File: src/rtl/intr_ctl_reg.sv
module intr_ctl_reg #(
  parameter int CHG_W = 8
) (
  input  logic             clk,
  input  logic             rst_n,
  input  logic             tmr_ovf_pulse,
  input  logic             ext_pulse,
  input  logic [CHG_W-1:0] chg_evt,
  input  logic             chg_wr_en,
  input  logic [CHG_W-1:0] chg_wdata,
  output logic [CHG_W-1:0] chg_flags,
  input  logic             periph_req,
  input  logic             reg_wr_en,
  input  logic [7:0]       reg_wdata,
  output logic [7:0]       reg_rdata,
  output logic             irq
);
  localparam int B_GLB = 7;
  localparam int B_PER = 6;
  localparam int B_TEN = 5;
  localparam int B_XEN = 4;
  localparam int B_CEN = 3;
  localparam int B_TFL = 2;
  localparam int B_XFL = 1;
  localparam int B_CFL = 0;

  logic glb_q, per_q, ten_q, xen_q, cen_q;
  logic tfl_q, xfl_q;
  logic [CHG_W-1:0] chg_q;
  logic chg_any;

  always_ff @(posedge clk or negedge rst_n) begin
    if (!rst_n) begin
      glb_q <= 1'b0;
      per_q <= 1'b0;
      ten_q <= 1'b0;
      xen_q <= 1'b0;
      cen_q <= 1'b0;
    end else if (reg_wr_en) begin
      glb_q <= reg_wdata[B_GLB];
      per_q <= reg_wdata[B_PER];
      ten_q <= reg_wdata[B_TEN];
      xen_q <= reg_wdata[B_XEN];
      cen_q <= reg_wdata[B_CEN];
    end
  end

  always_ff @(posedge clk or negedge rst_n) begin
    if (!rst_n) begin
      tfl_q <= 1'b0;
      xfl_q <= 1'b0;
    end else begin
      tfl_q <= tmr_ovf_pulse | (reg_wr_en ? reg_wdata[B_TFL] : tfl_q);
      xfl_q <= ext_pulse     | (reg_wr_en ? reg_wdata[B_XFL] : xfl_q);
    end
  end

  always_ff @(posedge clk or negedge rst_n) begin
    if (!rst_n) chg_q <= '0;
    else        chg_q <= chg_evt | (chg_wr_en ? (chg_q & chg_wdata) : chg_q);
  end

  assign chg_any   = |chg_q;
  assign chg_flags = chg_q;

  assign reg_rdata[B_GLB] = glb_q;
  assign reg_rdata[B_PER] = per_q;
  assign reg_rdata[B_TEN] = ten_q;
  assign reg_rdata[B_XEN] = xen_q;
  assign reg_rdata[B_CEN] = cen_q;
  assign reg_rdata[B_TFL] = tfl_q;
  assign reg_rdata[B_XFL] = xfl_q;
  assign reg_rdata[B_CFL] = chg_any;

  assign irq = glb_q & ((ten_q & tfl_q) | (xen_q & xfl_q) |
                        (cen_q & chg_any) | (per_q & periph_req));

  p_tmr_flag_set_r3: assert property (@(posedge clk) disable iff (!rst_n)
    tmr_ovf_pulse |=> reg_rdata[B_TFL]);
  p_ext_flag_set_r3: assert property (@(posedge clk) disable iff (!rst_n)
    ext_pulse |=> reg_rdata[B_XFL]);
  p_flag_sticky_r4: assert property (@(posedge clk) disable iff (!rst_n)
    (!reg_wr_en && reg_rdata[B_TFL]) |=> reg_rdata[B_TFL]);
  p_set_beats_clear_r5: assert property (@(posedge clk) disable iff (!rst_n)
    (ext_pulse && reg_wr_en && !reg_wdata[B_XFL]) |=> reg_rdata[B_XFL]);
  p_wr_bit0_ignored_r6: assert property (@(posedge clk) disable iff (!rst_n)
    (reg_wr_en && reg_wdata[B_CFL] && !(|chg_evt) && !chg_wr_en && !reg_rdata[B_CFL])
      |=> !reg_rdata[B_CFL]);
  p_chg_set_r7: assert property (@(posedge clk) disable iff (!rst_n)
    (|chg_evt) |=> (reg_rdata[B_CFL] && (chg_flags != '0)));
  p_glb_off_quiet_r9: assert property (@(posedge clk) disable iff (!rst_n)
    !reg_rdata[B_GLB] |-> !irq);
  p_idle_stable_r10: assert property (@(posedge clk) disable iff (!rst_n)
    (!reg_wr_en && !tmr_ovf_pulse && !ext_pulse && !chg_wr_en && !(|chg_evt))
      |=> $stable(reg_rdata));
endmodule

File: config.mk
export PLATFORM = sky130hd
export DESIGN_NAME = intr_ctl_reg
export DESIGN_NICKNAME = d
export VERILOG_FILES = /design/src/rtl/intr_ctl_reg.sv
export SDC_FILE = /design/constraint.sdc
export NUM_CORES = 1
export LEC_CHECK = 0
export ABC_AREA = 1
export CORE_AREA = 2 2 39 41
export CTS_BUF_LIST = sky130_fd_sc_hd__clkbuf_4 sky130_fd_sc_hd__clkbuf_8 sky130_fd_sc_hd__clkbuf_16
export DETAILED_ROUTE_END_ITERATION = 8
export DIE_AREA = 0 0 41 43
export DONT_BUFFER_PORTS = 1
export PLACE_DENSITY_LB_ADDON = 0.3
export SYNTH_ARGS = -nofsm -noshare
export SYNTH_HDL_FRONTEND = slang
export SYNTH_SLANG_ARGS = --single-unit
File: constraint.sdc
create_clock -name clk -period 0.9 [get_ports clk]
set_clock_uncertainty 0.1 [all_clocks]
set_input_delay 0.045 -clock clk [delete_from_list [all_inputs] [get_ports clk]]
set_output_delay 0.045 -clock clk [all_outputs]
set_load 0.02 [all_outputs]
# [Yosys cells after proc, flatten, opt, wreduce, memory -nomap -nowiden]
# Cells that the tools add are included.
[op_classes] addsub=0 mul=0 n_div=0 order_cmp=0 eq_ne=0 shifts=0 muxes=3 n_bitwise=12 reduce_logical=1
[op_table] operator="bitwise AND 8 bit" n=1
[op_table] operator="two-way mux 8 bit" n=1
[op_table] operator="OR 8 bit" n=1
[op_table] operator="OR reduction 8 bit" n=1
[op_table] operator="bitwise AND 1 bit" n=5
[op_table] operator="OR 1 bit" n=5
[op_table] operator="two-way mux 1 bit" n=2
[totals] ff_bits=15 latch_bits=0 ramBits=0 mem_bits_ro=0 input_bits=31 output_inout_bits=17 n_memories=0

# [Longest topological paths before layout]
# Gate-level depths: netlist of run 1.
[depth] depth_word=5 ltp_mapped=4 ltp_nobuf=4

# [Worst setup path before layout of run 1]
# No wires, ideal clock.
[synth_path] kind="register to output" startpoint="reg chg_q[5] (netlist: chg_flags[5])" endpoint="out irq" t_arrival_ps=1002 required_ps=755 setup_slack_ps=-247 stages_incl_launch_ff=5 cell_sequence="dfrtp_1 nor2_1 nand2_1 o21ai_1 a21oi_1"
[synth_via] elab_chain_len=5
[synth_rtl] item="from (decl)" line_no="29" rtl="logic [CHG_W-1:0] chg_q;"
[synth_rtl] item="from (signal assigned)" line_no="60" rtl="else chg_q <= chg_evt | (chg_wr_en ? (chg_q & chg_wdata) : chg_q);"
[synth_rtl] item="OR reduction 8 bit" line_no="63" rtl="assign chg_any = |chg_q;"
[synth_rtl] item="bitwise AND 1 bit" line_no="76" rtl="(cen_q & chg_any) | (per_q & periph_req));"
[synth_rtl] item="OR 1 bit" line_no="75" rtl="assign irq = glb_q & ((ten_q & tfl_q) | (xen_q & xfl_q) |"
[synth_rtl] item="OR 1 bit" line_no="76"
[synth_rtl] item="bitwise AND 1 bit" line_no="75"
[synth_rtl] item="to (decl)" line_no="16" rtl="output logic irq"
# Every way passes these cells.

# [Worst setup path in the final report of run 1]
[layout_path] startpoint="reg chg_q[4] (netlist: chg_flags[4])" endpoint="out irq"
# Same word-level chain as after synthesis.

==> summary.md, run 1 <==
| Metric | Value |
|---|---|
| Fmax | `748 MHz` |
| Status | `finished with violations` |
| Clk sink count | `15` |
| H-tree depth | `1` |
| Unrepaired setup endpoints after global routing | `true` |
| Die width | `between 40 and 50 um` |
| Antenna cells | `0` |
| Register area share after synthesis | `around 55%` |
| Worst vdd ir | `~1100 uV` |
| Detailed placement HPWL | `1.05 mm` |
| Finished Layout Cells | `between 100 and 150` |
| CTS tree | `done` |
| Crit path required time | `0.75 ns` |
| ANT nets after route | `0` |
| CP Data Arrival Time | `1.19 ns` |
| Total Nets Final | `about 160` |
| Period minus WS final | `1.34 ns` |
| Critical setup path kind | `reg2out` |
| Overflow after GRT | `0` |
| DR vias | `720` |
| Mapped cell area | `between 600 and 700 sq um` |
| Area delta synth->final | `80.5%` |
| Hold Path Class | `in2async` |
| Post-CTS Hold Buffers | `28` |
| Ports | `48` |
| Leak | `0.581 nW` |
| Die area | `1760 sq um` |
| Starting DRC count in detailed routing | `12` |
| Slew headroom | `56.8%` |
| Fin. max-slew vios | `0` |
| Core Region | `1380 sq um` |
| Worst-margin pin slew | `about 0.65 ns` |
| RR Endpoint | `chg_flags[4]$_DFF_PN0_` |
| Via/cell ratio | `a little over 5` |
| Flops & latches, synth | `15` |
| Initial antenna violation count | `0` |
| Crit path cell chain | `nor2_4 -> nand2_2 -> o21ai_4 -> a21oi_4` |
| Register Area | `387 sq um` |
| Routability cong. | `0.619` |
| Top delay family on crit path | `flip-flops` |
| Util after Layout | `89.4%` |
| Top Metal Used | `met4` |
| Post-route clock period utilization | `148%` |
| Mapped Cells | `84` |
| Initial core utilization | `49.5%` |
| Syn avg cell area | `8.16 sq um` |
| WL/cell | `16.3 um` |
| Vias in the first global route | `659` |
| Chip height | `roughly 43 um` |
| CP peak stage delay | `0.43 ns` |
| Reg2reg start | `chg_flags[4]$_DFF_PN0_` |
| CP endpoint kind | `output pin` |
| Max-cap violation count | `0` |
| Share of cells above drive strength 1 | `38.4%` |
| Final worst slack | `-0.436 ns` |
| Pwr per Cell Area | `1340 nW/um^2` |
| Worst path slowest cell | `dfrtp_2` |
| Most frequent cells in the layout | `nand2_1 (29), dlygate4sd3_1 (26), buf_6 (16)` |
| Syn Nets | `115` |
| Met3 WL | `117 um` |
| Dpl cells | `106` |
| CTS buffer count | `3` |
| Endpoints failing hold | `15` |
| Reg2Reg Setup Slack | `-0.13 ns` |
| Clock latency at the later pin of the worst-skew pair | `0.28 ns` |
| Routed wire length | `2.30 mm` |
| First-pass GRT wire length | `2.70 mm` |
| Worst Reg-to-Reg Cells | `4` |
| Area occupied by multi-input gates | `279 sq um` |
| Synth cell types | `11` |
| Root buf cell | `clkbuf_4` |
| Commonest non-fill, non-tap cell in the layout | `nand2_1` |
| Row count | `14` |
| Largest net degree at the start of global routing | `16` |
| Clk buf depth | `2` |
| Hold Slack | `-0.251 ns` |
| Met1 WL | `797 um` |
| Worst setup SP type | `register` |
| CP bufs+invs | `0` |
| Total GRT Usage | `23.3%` |
| Failing checks | `hold timing, setup timing` |
| Syn. warnings | `0` |
| Clk pin slew, worst setup/hold paths | `around 0.090 ns` |
| Met2 wire length | `approximately 1.4 mm` |
| DR DRC count | `0` |
| Fillers | `a little over 60` |
| Worst-path fanout max | `2` |
| Port Buffers | `0` |
| Final setup viols | `22` |
| DRT Pass-1 Iters | `4` |
[synthesized netlist by cell type]
master   instances  area share (%)
nand2_1         30              16
buf_4            8             8.8
dfrtp_1         15              55
o21ai_1          1            0.73
a21oi_1          4             2.9
inv_1           10             5.5
buf_2            1            0.73
o21ai_0          9             6.6
inv_2            1            0.55
nor2_1           4             2.2
nand4_1          1            0.91
[timing repair]
| item | in CTS | in global routing |
|---|---|---|
| hold endpoints to repair | 30 | 15 |
| setup buffers | 1 | 2 |
| pin swaps | 2 | 13 |
| setup endpoints to repair | 25 | 39 |
| gates resized for setup | 18 | 24 |
[how the worst max path moves through the flow]
| stage | startpoint | end | slack (ns) | cells past startpoint |
|---|---|---|---|---|
| after global routing | chg_flags[4]$_DFF_PN0_ | irq | -0.48 | 4 |
| after detailed placement | chg_flags[5]$_DFF_PN0_ | irq | -0.10 | 4 |
| after global placement | chg_flags[7]$_DFF_PN0_ | irq | -0.1 | 4 |
| after CTS | chg_flags[1]$_DFF_PN0_ | irq | -0.38 | 4 |
| final | chg_flags[4]$_DFF_PN0_ | irq | -0.44 | 4 |
| after floorplan | chg_flags[3]$_DFF_PN0_ | irq | -0.13 | 4 |
[per-layer routing]
layer	vias up	global-route usage, %
met3	4	4.71
met5	-	0
met2	39	40.0
li1	332	-
met1	345	27.9
met4	0	6.00
[power breakdown]
part | internal, mW | switching, mW | total [mW]
Sequential | 0.728 | 0.0506 | 0.779
Combinational | 0.242 | 0.233 | 0.475
Clock | 0.202 | 0.207 | 0.408
Total | 1.17 | 0.490 | 1.66
[cell type report]
class | count | share of cell area, %
Timing Repair Buffer | 46 | 38.8
Sequential cell | 15 | 31.2
Multi-Input combinational cell | 49 | 22.5
Inverter | 11 | 3.34
Clock buffer | 4 | 2.43
Tap cell | 16 | 1.62
[flip-flops by register name, indices dropped and copies added, names as in the netlist]
signal,count
cen_q,1
chg_flags,8
glb_q,1
per_q,1
ten_q,1
tfl_q,1
xen_q,1
xfl_q,1
[stage by stage]
stage	power, mW	setup WS [ns]	TNS (ns)	area [sq um]
after floorplan	0.969	-0.128	-0.186	709
after global placement	1.02	-0.0956	-0.140	777
after detailed placement	1.03	-0.105	-0.197	777
after CTS	1.58	-0.383	-2.40	1150
after global routing	1.73	-0.482	-3.46	1240
final	1.66	-0.436	-2.80	1240
[logic make-up (layout without fill, tap and decap cells)]
| family | count (synthesis) | count (layout) | share of synthesized area, % |
|---|---|---|---|
| AOI/OAI and AO/OA | 14 | 14 | 10.2 |
| buffers and inverters | 20 | 61 | 15.5 |
| DFF | 15 | 15 | 54.7 |
| and+or+nand+nor | 35 | 35 | 19.5 |
[worst register-to-register path, delay by kind of cell, from the launching register on]
kind	cells	cell delay (ns)
buffers and inverters	2	0.27
flip-flops	1	0.43
AO/OA/AOI/OAI	1	0.05
AND/OR/NAND/NOR	1	0.07
No activity file was read; power rests on OpenSTA's default activity.
==> run 2, diff against run 1 <==
CORE_AREA = unset   (was 2 2 39 41)
CORE_UTILIZATION = 40   (was unset)
DIE_AREA = unset   (was 0 0 41 43)
HOLD_SLACK_MARGIN = 0.1   (was unset)
PLACE_DENSITY = 0.63   (was unset)
PLACE_DENSITY_LB_ADDON = unset   (was 0.3)
==> summary.md, run 2 (synthesized netlist as in run 1, its figures left out) <==
| Metric | Value |
|---|---|
| Routed wire length | `2.47 mm (was 2.30 mm)` |
| Most frequent cells in the layout | `nand2_1 (27), dlygate4sd3_1 (26), buf_6 (20) (was nand2_1 (29), dlygate4sd3_1 (26), buf_6 (16))` |
| Period minus WS final | `1.34 ns (about the same)` |
| Clock latency at the later pin of the worst-skew pair | `0.27 ns (was 0.28 ns)` |
| Root buf cell | `clkbuf_4 (unchanged)` |
| Largest net degree at the start of global routing | `16 (unchanged)` |
| Chip height | `43.4 um (was 43 um)` |
| Hold Path Class | `in2async (unchanged)` |
| Final setup viols | `25 (was 22)` |
| CTS tree | `done (unchanged)` |
| WL/cell | `16.9 um (was 16.3 um)` |
| Max reg flops | `8 (unchanged)` |
| Worst Reg-to-Reg Cells | `5 (was 4)` |
| Status | `finished with violations (unchanged)` |
| DR DRC count | `0 (unchanged)` |
| Starting DRC count in detailed routing | `8 (was 12)` |
| RR Endpoint | `chg_flags[1]$_DFF_PN0_ (was chg_flags[4]$_DFF_PN0_)` |
| CP endpoint kind | `output pin (unchanged)` |
| Port Buffers | `0 (unchanged)` |
| Crit path required time | `0.75 ns (about the same)` |
| Via/cell ratio | `5.04 (was 5.11)` |
| Routability cong. | `0.671 (was 0.619)` |
| First-pass GRT wire length | `2.97 mm (was 2.70 mm)` |
| Clk sink count | `15 (unchanged)` |
| Fmax | `745 MHz (was 748 MHz)` |
| Antenna cells | `0 (unchanged)` |
| Util after Layout | `83.6% (was 89.4%)` |
| Reg2Reg Setup Slack | `-0.27 ns (was -0.13 ns)` |
| Ports | `48 (unchanged)` |
| Crit path cell chain | `nor2_4 -> nand2_2 -> o21ai_4 -> a21oi_4 (unchanged)` |
| Failing checks | `hold timing, setup timing (unchanged)` |
| Share of cells above drive strength 1 | `40.8% (was 38.4%)` |
| Fin. max-slew vios | `0 (unchanged)` |
| Unrepaired setup endpoints after global routing | `true (unchanged)` |
| Worst setup SP type | `register (unchanged)` |
| Overflow after GRT | `0 (unchanged)` |
| Final worst slack | `-0.442 ns (was -0.436 ns)` |
| Hold Slack | `-0.236 ns (was -0.251 ns)` |
| Die width | `43.4 um (was 41 um)` |
| Pwr per Cell Area | `1300 nW/um^2 (was 1340 nW/um^2)` |
| DR vias | `736 (was 720)` |
| ANT nets after route | `0 (unchanged)` |
| Total GRT Usage | `22.5% (was 23.3%)` |
| Post-CTS Hold Buffers | `28 (unchanged)` |
| Initial antenna violation count | `0 (unchanged)` |
| Finished Layout Cells | `146 (was 141)` |
| DRT Pass-1 Iters | `4 (unchanged)` |
| Slew headroom | `54.5% (was 56.8%)` |
| Clk buf depth | `2 (unchanged)` |
| Dpl cells | `107 (was 106)` |
| Clk pin slew, worst setup/hold paths | `0.09 ns (about the same)` |
| Row count | `14 (unchanged)` |
| Die area | `1880 sq um (was 1760 sq um)` |
| Critical setup path kind | `reg2out (unchanged)` |
| Core Region | `1560 sq um (was 1380 sq um)` |
| Post-route clock period utilization | `149% (was 148%)` |
| Reg2reg start | `chg_flags[1]$_DFF_PN0_ (was chg_flags[4]$_DFF_PN0_)` |
| Max-cap violation count | `0 (unchanged)` |
| H-tree depth | `1 (unchanged)` |
| Detailed placement HPWL | `1.01 mm (was 1.05 mm)` |
| Total Nets Final | `162 (was 157)` |
| Worst path slowest cell | `dfrtp_2 (unchanged)` |
| Vias in the first global route | `704 (was 659)` |
| Worst-margin pin slew | `0.682 ns (was 0.648 ns)` |
| CP peak stage delay | `0.44 ns (was 0.43 ns)` |
| CP Data Arrival Time | `1.20 ns (was 1.19 ns)` |
| Initial core utilization | `44.0% (was 49.5%)` |
| Leak | `0.613 nW (was 0.581 nW)` |
| Worst vdd ir | `826 uV (was 1120 uV)` |
| Worst-path fanout max | `2 (unchanged)` |
| CTS buffer count | `3 (unchanged)` |
| Area delta synth->final | `90.1% (was 80.5%)` |
| Commonest non-fill, non-tap cell in the layout | `nand2_1 (unchanged)` |
| Endpoints failing hold | `15 (unchanged)` |
-- run 2: cell types whose count changed in the layout (fill, tap and decap cells not counted), moves of 2 or more --
cell     change
nand2_2      +2
nand2_1      -2
buf_6        +4
nor2_4       +2
nor2_2       -2
-- run 2: worst max-delay path, delay by kind of cell, from the launching register on --
kind / cells / cell delay (ns)
AOI/OAI and AO/OA: 2 / 0.28
DFF: 1 / 0.44
and+or+nand+nor: 2 / 0.21
-- run 2: stage by stage --
| step | setup TNS (ns) | total power [mW] | worst slack [ns] | area [sq um] |
|---|---|---|---|---|
| after global placement | -0.167 | 1.02 | -0.109 | 785 |
| after global routing | -4.69 | 1.79 | -0.511 | 1300 |
| after detailed placement | -0.263 | 1.03 | -0.119 | 785 |
| final | -3.86 | 1.70 | -0.442 | 1300 |
| after floorplan | -0.186 | 0.969 | -0.128 | 709 |
| after CTS | -2.73 | 1.59 | -0.398 | 1170 |
-- run 2: power by group --
group | total, mW | internal [mW] | switching [mW]
combinational | 0.504 | 0.261 | 0.243
clock | 0.412 | 0.202 | 0.210
sequential | 0.784 | 0.728 | 0.0561
-- run 2: per-layer routing --
| layer | share of wire (%) | wire (um) | track usage [%] |
|---|---|---|---|
| met5 | 0 | 0 | 0 |
| met4 | 3.3 | 81 | 7.50 |
| met3 | 4.9 | 120 | 4.17 |
| met2 | 58 | 1430 | 42.7 |
| met1 | 34 | 832 | 25.0 |
-- run 2: cell type report --
| class | instances | area (sq um) |
|---|---|---|
| Tap cell | 16 | 20.0 |
| Inverter | 11 | 41.3 |
| Clock buffer | 4 | 30.0 |
| Sequential cell | 15 | 385 |
| Fill cell | 94 | 255 |
| Multi-Input combinational cell | 49 | 294 |
| Timing Repair Buffer | 51 | 533 |
-- run 2: how the worst max path moves through the flow --
stage / start / to / slack [ns] / cells past startpoint
6_report: chg_flags[6]$_DFF_PN0_ / irq / -0.44 / 4
5_1_grt: chg_flags[5]$_DFF_PN0_ / irq / -0.51 / 4
4_1_cts: chg_flags[1]$_DFF_PN0_ / irq / -0.40 / 4
3_5_place_dp: chg_flags[7]$_DFF_PN0_ / irq / -0.12 / 4
3_3_place_gp: chg_flags[7]$_DFF_PN0_ / irq / -0.11 / 4
2_1_floorplan: chg_flags[3]$_DFF_PN0_ / irq / -0.13 / 4
-- run 2: timing repair --
action                                  4_1_cts  5_1_grt
hold endpoints to repair                     30       15
setup buffers                                 2        5
endpoints found under the setup margin       25       40
gates resized for setup                      20       27
pin swaps                                     4       12
==> run 3, diff against run 2 <==
PLACE_DENSITY = unset   (was 0.63)
SLEW_MARGIN = 10   (was unset)
==> summary.md, run 3 (synthesized netlist as in run 1, its figures left out) <==
| Metric | Value |
|---|---|
| Status | `finished with violations (unchanged)` |
| Failing checks | `DRC, hold timing, setup timing (was hold timing, setup timing)` |
| Max reg flops | `8 (unchanged)` |
| Post-route clock period utilization | `150% (was 149%)` |
| CP Data Arrival Time | `1.20 ns (about the same)` |
| Initial antenna violation count | `0 (unchanged)` |
| Final worst slack | `-0.446 ns (was -0.442 ns)` |
| Top delay family on crit path | `flip-flops (unchanged)` |
| Internal power | `1.19 mW (about the same)` |
| Slew headroom | `54.3% (was 54.5%)` |
| Area delta synth->final | `88.1% (was 90.1%)` |
| Final setup viols | `23 (was 25)` |
| Fin Setup TNS | `-3.15 ns (was -3.86 ns)` |
| Post-route cell area | `1290 sq um (was 1300 sq um)` |
| Routability cong. | `0.649 (was 0.671)` |
| Clock share of power | `24.4% (was 24.2%)` |
| Worst path slowest cell | `dfrtp_2 (unchanged)` |
| Ports | `48 (unchanged)` |
| Switching share of power | `29.3% (was 30.0%)` |
| Reg power frac | `46.3% (was 46.1%)` |
| CTS tree | `done (unchanged)` |
| Met3 WL | `81 um (was 120 um)` |
| Worst-path fanout max | `2 (unchanged)` |
| Worst setup SP type | `register (unchanged)` |
| Die width | `43.4 um (unchanged)` |
| Core Region | `1560 sq um (unchanged)` |
| CP peak stage delay | `0.44 ns (about the same)` |
| Share of cells above drive strength 1 | `40.6% (was 40.8%)` |
| Most frequent cells in the layout | `nand2_1 (28), dlygate4sd3_1 (26), buf_6 (20) (was nand2_1 (27), dlygate4sd3_1 (26), buf_6 (20))` |
| Detailed placement HPWL | `989 um (was 1.01 mm)` |
| Starting DRC count in detailed routing | `6 (was 8)` |
| Antenna cells | `0 (unchanged)` |
| Met2 wire length | `1.24 mm (was 1.43 mm)` |
| Clk pin slew, worst setup/hold paths | `0.09 ns (about the same)` |
| Fillers | `94 (unchanged)` |
| CTS buffer count | `3 (unchanged)` |
| Die area | `1880 sq um (unchanged)` |
| Vias in the first global route | `716 (was 704)` |
| Critical setup path kind | `reg2out (unchanged)` |
| Clk buf depth | `2 (unchanged)` |
| Routed wire length | `2.07 mm (was 2.47 mm)` |
| Initial core utilization | `44.0% (unchanged)` |
| Chip height | `43.4 um (unchanged)` |
| Leak | `0.604 nW (was 0.613 nW)` |
| CP bufs+invs | `0 (unchanged)` |
| First-pass GRT wire length | `2.75 mm (was 2.97 mm)` |
| Unrepaired setup endpoints after global routing | `true (unchanged)` |
| DRT Pass-1 Iters | `6 (was 4)` |
| Max-cap violation count | `0 (unchanged)` |
| Port Buffers | `0 (unchanged)` |
| Via/cell ratio | `4.90 (was 5.04)` |
| Util after Layout | `82.7% (was 83.6%)` |
| Pwr per Cell Area | `1310 nW/um^2 (was 1300 nW/um^2)` |
| Fmax | `743 MHz (was 745 MHz)` |
| Crit path required time | `0.75 ns (about the same)` |
| Pre-CTS setup slack | `-0.105 ns (was -0.119 ns)` |
| Sw power | `495 uW (was 509 uW)` |
| Top Metal Used | `met3 (was met4)` |
| Crit path cell chain | `nor2_4 -> nand2_2 -> o21ai_4 -> a21oi_4 (unchanged)` |
| Total Nets Final | `160 (was 162)` |
| WL/cell | `14.3 um (was 16.9 um)` |
| Commonest non-fill, non-tap cell in the layout | `nand2_1 (unchanged)` |
| Clk sink count | `15 (unchanged)` |
| Overflow after GRT | `0 (unchanged)` |
| Total GRT Usage | `20.5% (was 22.5%)` |
| Worst-margin pin slew | `0.685 ns (was 0.682 ns)` |
| Worst vdd ir | `814 uV (was 826 uV)` |
| Fin. max-slew vios | `0 (unchanged)` |
| Placed Area | `777 sq um (was 785 sq um)` |
| Largest net degree at the start of global routing | `16 (unchanged)` |
| H-tree depth | `1 (unchanged)` |
| Post-CTS Hold Buffers | `28 (unchanged)` |
| Hold Path Class | `in2async (unchanged)` |
| CP endpoint kind | `output pin (unchanged)` |
| DR vias | `705 (was 736)` |
| Period minus WS final | `1.35 ns (was 1.34 ns)` |
| Logic pwr share | `29.3% (was 29.6%)` |
| Row count | `14 (unchanged)` |
| DR DRC count | `5 (was 0)` |
| Hold Slack | `-0.237 ns (was -0.236 ns)` |
| Met1 WL | `741 um (was 832 um)` |
| Root buf cell | `clkbuf_4 (unchanged)` |
| Clock latency at the later pin of the worst-skew pair | `0.27 ns (about the same)` |
| Endpoints failing hold | `15 (unchanged)` |
| ANT nets after route | `0 (unchanged)` |
[run 3: cell count changes in the layout (fill, tap and decap cells not counted)]
cell,previous run,this run
buf_4,3,1
inv_1,10,9
inv_2,1,2
nand2_1,27,28
nand2_2,3,2
o21ai_0,2,1
o21ai_2,7,8
[run 3: final cells by class]
cell class	instances	area, sq um	share of cell area (%)
Inverter	11	41.3	3.20
Clock buffer	4	30.0	2.33
Timing Repair Buffer	49	518	40.2
Tap cell	16	20.0	1.55
Sequential cell	15	385	29.9
Multi-Input combinational cell	49	295	22.9
[run 3: per-stage QoR]
step	total power, mW	std cells
CTS	1.61	140
global route	1.78	144
detailed placement	1.02	106
global placement	1.02	106
finish	1.69	144
floorplan	0.969	84
[run 3: worst register-to-register path, delay by kind of cell (launching register included)]
kind            cells  cell delay [ns]
simple gates        1             0.06
flops               1             0.44
compound gates      1             0.05
buf+inv             2             0.26
[run 3: repair_timing]
item	4_1_cts	5_1_grt
setup buffers	2	4
hold endpoints to repair	30	15
gates resized for setup	19	30
pin swaps	3	10
setup endpoints to repair	25	40
[run 3: power groups by stage]
stage | sequential [mW] | combinational (mW) | clock, mW
CTS | 0.767 | 0.410 | 0.428
global placement | 0.771 | 0.249 | 0
detailed placement | 0.773 | 0.252 | 0
finish | 0.782 | 0.495 | 0.412
floorplan | 0.805 | 0.164 | 0
global route | 0.789 | 0.529 | 0.459
[run 3: routing by layer]
| metal | vias up | global-route usage (%) |
|---|---|---|
| met3 | 0 | 4.17 |
| met1 | 334 | 21.6 |
| met5 | - | 0 |
| met4 | 0 | 9.38 |
| met2 | 30 | 38.8 |
| li1 | 341 | - |
[run 3: worst paths after layout]
check                                        from                     end  slack (ns)  depth (start not counted)
setup / recovery           chg_flags[6]$_DFF_PN0_                     irq       -0.45                          4
hold / removal                              rst_n       glb_q$_DFFE_PN0P_       -0.24                          1
setup reg to reg           chg_flags[7]$_DFF_PN0_  chg_flags[7]$_DFF_PN0_       -0.11                          4
hold reg to reg                 ten_q$_DFFE_PN0P_       ten_q$_DFFE_PN0P_        0.46                          2
max in group asynchronous                   rst_n  chg_flags[5]$_DFF_PN0_        0.46                          1
min in group clk                        reg_wr_en       per_q$_DFFE_PN0P_        0.20                          3
